File: src/rtl/i2c_tgt_tx.sv
module i2c_tgt_tx (
  input  logic       clk,
  input  logic       rst_n,
  input  logic       scl_i,
  input  logic       sda_i,
  output logic       scl_pull,
  output logic       sda_pull,
  input  logic [6:0] own_addr,
  input  logic       gcall_en,
  input  logic       txi_en,
  input  logic       wr_en,
  input  logic [7:0] wr_data,
  input  logic       flush,
  input  logic [3:0] clr,
  output logic       st_amatch,
  output logic       st_rd,
  output logic       st_txe,
  output logic       st_nack,
  output logic       st_stop,
  output logic       irq
);

  typedef enum logic [2:0] {S_IDLE, S_ADDR, S_AACK, S_LOAD, S_PRE, S_TX, S_MACK, S_WAIT} st_t;

  st_t        st;
  logic [1:0] scl_sy, sda_sy;
  logic       scl_d, sda_d;
  logic [7:0] shr, dreg;
  logic [3:0] cnt;
  logic       full, active, nk;

  wire scl_s    = scl_sy[1];
  wire sda_s    = sda_sy[1];
  wire scl_rise = scl_s & ~scl_d;
  wire scl_fall = ~scl_s & scl_d;
  wire start_ev = scl_s & scl_d & sda_d & ~sda_s;
  wire stop_ev  = scl_s & scl_d & ~sda_d & sda_s;
  wire hit      = (shr[7:1] == own_addr) || (gcall_en && shr[7:1] == 7'd0);

  assign sda_pull = (st == S_AACK) | ((st == S_PRE || st == S_TX) & ~shr[7]);
  assign scl_pull = (st == S_LOAD) | (st == S_PRE);
  assign irq      = st_amatch | st_nack | st_stop | (st_txe & txi_en);

  always_ff @(posedge clk or negedge rst_n)
    if (!rst_n) begin
      scl_sy <= 2'b11;
      sda_sy <= 2'b11;
      scl_d  <= 1'b1;
      sda_d  <= 1'b1;
    end else begin
      scl_sy <= {scl_sy[0], scl_i};
      sda_sy <= {sda_sy[0], sda_i};
      scl_d  <= scl_s;
      sda_d  <= sda_s;
    end

  always_ff @(posedge clk or negedge rst_n)
    if (!rst_n) begin
      st <= S_IDLE;
      shr <= '0; dreg <= '0; cnt <= '0;
      full <= 1'b0; active <= 1'b0; nk <= 1'b0;
      st_amatch <= 1'b0; st_rd <= 1'b0; st_txe <= 1'b0;
      st_nack <= 1'b0; st_stop <= 1'b0;
    end else begin
      if (clr[0]) begin st_amatch <= 1'b0; st_rd <= 1'b0; end
      if (clr[1]) st_txe  <= 1'b0;
      if (clr[2]) st_nack <= 1'b0;
      if (clr[3]) st_stop <= 1'b0;

      if (start_ev) begin
        st     <= S_ADDR;
        cnt    <= '0;
        active <= 1'b0;
        if (active) st_stop <= 1'b1;
      end else if (stop_ev) begin
        st     <= S_IDLE;
        active <= 1'b0;
        if (active) st_stop <= 1'b1;
      end else begin
        case (st)
          S_ADDR: begin
            if (scl_rise) begin
              shr <= {shr[6:0], sda_s};
              cnt <= cnt + 4'd1;
            end
            if (scl_fall && cnt == 4'd8) begin
              if (hit && shr[0]) begin
                st        <= S_AACK;
                active    <= 1'b1;
                st_amatch <= 1'b1;
                st_rd     <= 1'b1;
              end else begin
                st <= S_WAIT;
              end
            end
          end
          S_AACK: if (scl_fall) st <= S_LOAD;
          S_LOAD: if (full) begin
            shr    <= dreg;
            cnt    <= '0;
            full   <= 1'b0;
            st_txe <= 1'b1;
            st     <= S_PRE;
          end
          S_PRE: st <= S_TX;
          S_TX: if (scl_fall) begin
            shr <= {shr[6:0], 1'b1};
            cnt <= cnt + 4'd1;
            if (cnt == 4'd7) st <= S_MACK;
          end
          S_MACK: begin
            if (scl_rise) nk <= sda_s;
            if (scl_fall) begin
              if (nk) begin
                st      <= S_WAIT;
                st_nack <= 1'b1;
              end else begin
                st <= S_LOAD;
              end
            end
          end
          default: ;
        endcase
      end

      if (wr_en) begin
        dreg   <= wr_data;
        full   <= 1'b1;
        st_txe <= 1'b0;
      end
      if (flush) full <= 1'b0;
    end

  a_r4_sda_moves_scl_low: assert property (@(posedge clk) disable iff (!rst_n)
    !$stable(sda_pull) |-> !scl_s);
  a_r5_write_clears_txe: assert property (@(posedge clk) disable iff (!rst_n)
    wr_en |=> !st_txe);
  a_r5_txe_from_load: assert property (@(posedge clk) disable iff (!rst_n)
    $rose(st_txe) |-> $past(st) == S_LOAD);
  a_r7_nack_from_ack_slot: assert property (@(posedge clk) disable iff (!rst_n)
    $rose(st_nack) |-> $past(st) == S_MACK);
  a_r9_stop_needs_active: assert property (@(posedge clk) disable iff (!rst_n)
    $rose(st_stop) |-> $past(active));

endmodule

File: config.mk
export PLATFORM = sky130hd
export DESIGN_NAME = i2c_tgt_tx
export DESIGN_NICKNAME = d
export VERILOG_FILES = /design/src/rtl/i2c_tgt_tx.sv
export SDC_FILE = /design/constraint.sdc
export NUM_CORES = 1
export LEC_CHECK = 0
export BUFFER_PORTS_ARGS = -buffer_cell sky130_fd_sc_hd__buf_2
export CORE_MARGIN = 5
export CORE_UTILIZATION = 30
export CTS_CLUSTER_SIZE = 16
export DETAILED_ROUTE_END_ITERATION = 8
export SYNTH_ARGS = -nofsm -noshare
export SYNTH_HDL_FRONTEND = slang
export SYNTH_SLANG_ARGS = --single-unit
export TNS_END_PERCENT = 10
File: constraint.sdc
create_clock -name clk -period 2.7 [get_ports clk]
set_input_delay 0.135 -clock clk [delete_from_list [all_inputs] [get_ports clk]]
set_output_delay 0.135 -clock clk [all_outputs]
set_load 0.02 [all_outputs]
==> reports/results.tsv <==
metric	value	unit
status	finished, final reports clean	
fin_cells	294	
hp-class	input port to register	
r2r_slack	0.88	ns
gp_congestion	0.864	
drt-pass1-iter-count	4	
grt_max_degree	38	
synth_compound_area_frac	0.137	
wire_per_inst	14.0	um
ios	35	
die-area	0.00800	mm^2
antenna_found_initial	0	
grt_pass1_wl	7100	um
regArea	933	um^2
reg2regPathDepth	5	
synth_seq_cells	37	
grt_overflow	0	
ys_seq_area_frac	0.493	
ir_drop	0.339	mV
clock_sinks	37	
drv_cap	0	
clkTransAtPathRegs	0.07	ns
p_leak	1.03	nW
syn-mean-instance-area	10.7	um^2
slew_headroom	0.444	
fin_worst_skew	0.0110	ns
ys_async_sr_fraction	1.00	
clockBufferDepth	2	
slowest_delay	0.49	ns
nNetsFinal	245	
fill_cells	639	
synth-xor-area-share	0.0416	
synth-edff-count	0	
min_period	2.09	ns
holdPathStages	2	
placedCellCount	282	
portBuffers	34	
cts_tree	yes	
synth_cell_types	45	
crit_type	register to output port	
ant_nets	0	
n_antenna_cell	0	
cts_hold_buf	4	
cp_max_fo	11	
drive_above_1_share	0.290	
yosysMostFrequentCell	dfrtp_1	
cts_setup_buffers	0	
routed_wl	4130	um
ctsResizeCount	0	
setup_viol	0	
cts_htree_levels	2	
hp-start	clr[3]	
synth_top_family_by_area	simple AND/OR/NAND/NOR gates	
vias	1452	
core_area	0.00624	mm^2
finalHoldViolCount	0	
maxSlewViolCount	0	
yosys.area.top_type_share	0.410	
max_freq	479	MHz
cts_root_buf	clkbuf_8	
holdPathEnd	st_stop	
synthTopCellsByArea	dfrtp_1, dfstp_2, mux2_2, mux2i_1, xnor2_1	
worstSkewPairLatency	0.30	ns
r2r-start	st[2]	
synth_commonest_cells	dfrtp_1, a21oi_1, nand2_1, inv_1, nor2_1	
cp-start-kind	register	
rsz0062_at_grt	no	
powerDensity	929	mW/mm^2
start_util	0.303	
synth-simple-area-share	0.152	
std_cell_rows	29	
yosysWarnings	0	
cts_buffers	5	
r2r_end	st[1]	
end_kind	output port	
path_buf_inv	2	
track_usage	0.118	
drc_errors	0	
area_growth	19.3	%
via_per_inst	4.94	
synthCells	177	
dp_hpwl	3090	um
syn_area	0.00189	mm^2
period_share	0.772	
syn-num-nets	206	
setup_tns	0	ns
die_x	89.4	um
crit_family	simple AND/OR/NAND/NOR gates	
crit_chain	inv_1 > nand3_1 > o21ai_0 > buf_2	
synthMuxAreaShare	0.112	
dr.first_iter.drc_count	93	
yosys.area_share.adder	0.0132	
arrival	1.95	ns
first_global_vias	1419	
slowest_stage	nand3_1	
yosysTopAreaCell	dfrtp_1	
multiInputGateArea	862	um^2
die_h	89.4	um
tightest_slew	0.834	ns
required	2.57	ns
ys.flop_type	dfrtp_1	
state kept, by name, summed over array words and instances (netlist names), 2 cells and up:
| signal | flops |
|---|---|
| cnt | 4 |
| dreg | 8 |
| scl_sy | 2 |
| sda_sy | 2 |
| shr | 8 |
| st | 3 |
routing by layer:
layer / share of wire / vias to the layer above / track usage
li1: - / 706 / -
met1: 0.48 / 693 / 0.164
met2: 0.43 / 46 / 0.167
met3: 0.075 / 7 / 0.0498
met4: 0.011 / 0 / 0.0325
met5: 0 / - / 0
where the power goes:
part | switching (mW) | internal (mW) | total (mW)
Combinational | 0.383 | 0.355 | 0.738
Clock | 0.209 | 0.277 | 0.486
Sequential | 0.188 | 0.687 | 0.875
Total | 0.780 | 1.32 | 2.10
metrics by stage:
stage | total power, mW | hold slack (ns) | setup slack (ns) | area (um^2) | utilization
after floorplan | 1.47 | -0.161 | 1.19 | 1890 | -
after global routing | 2.27 | 0.0156 | 0.438 | 2260 | 0.362
after CTS | 2.11 | 0.0126 | 0.618 | 2260 | 0.362
final | 2.10 | 0.0157 | 0.614 | 2260 | 0.362
after global placement | 1.61 | 0.242 | 0.941 | 2110 | 0.338
after detailed placement | 1.62 | 0.242 | 0.909 | 2110 | 0.338
final cells by class:
class                      count  share of cell area
clock buffer                   6              0.0321
timing repair buffer          38              0.0931
multi-input combinational    122               0.382
sequential                    37               0.413
inverter                      12              0.0199
tap                           77              0.0427
clock inverter                 2              0.0172
cells by family (layout without fill, tap and decap cells):
family	Yosys count	count (layout)
flip-flops	37	37
buffers and inverters	18	58
multiplexers	19	19
adder cells (fa/ha/maj)	2	2
AND/OR/NAND/NOR	54	54
AO/OA/AOI/OAI	38	38
XOR/XNOR	9	9
worst max path at each step:
stage / startpoint / end / slack [ns] / cells past startpoint
6_report: st[2] / scl_pull / 0.61 / 4
5_1_grt: st[2] / scl_pull / 0.44 / 4
2_1_floorplan: scl_sy[1] / cnt[0] / 1.19 / 5
3_5_place_dp: st[2] / st_txe / 0.91 / 4
4_1_cts: st[2] / scl_pull / 0.62 / 4
3_3_place_gp: st[2] / st[1] / 0.94 / 5
placed cells by master, fill, tap and decap left out, types with 2 or more instances in the layout:
| cell type | netlist | final |
|---|---|---|
| nor2_1 | 11 | 11 |
| o221ai_1 | 2 | 2 |
| o21ai_0 | 5 | 5 |
| a21o_1 | 2 | 2 |
| nand3_1 | 6 | 6 |
| inv_1 | 12 | 12 |
| dfrtp_1 | 31 | 31 |
| nand2_1 | 13 | 13 |
| nand4b_1 | 2 | 2 |
| clkbuf_8 | 0 | 5 |
| xnor2_1 | 8 | 8 |
| ha_1 | 2 | 2 |
| dfstp_2 | 6 | 6 |
| a21oi_1 | 13 | 13 |
| dlygate4sd3_1 | 0 | 4 |
| nor2b_1 | 2 | 2 |
| o21ai_1 | 3 | 3 |
| mux2i_1 | 8 | 8 |
| nand4_1 | 6 | 6 |
| o22ai_1 | 3 | 3 |
| mux2_2 | 9 | 9 |
| mux2_4 | 2 | 2 |
| buf_2 | 0 | 34 |
| nand2b_1 | 5 | 5 |
No activity file was read; power rests on OpenSTA's default activity.
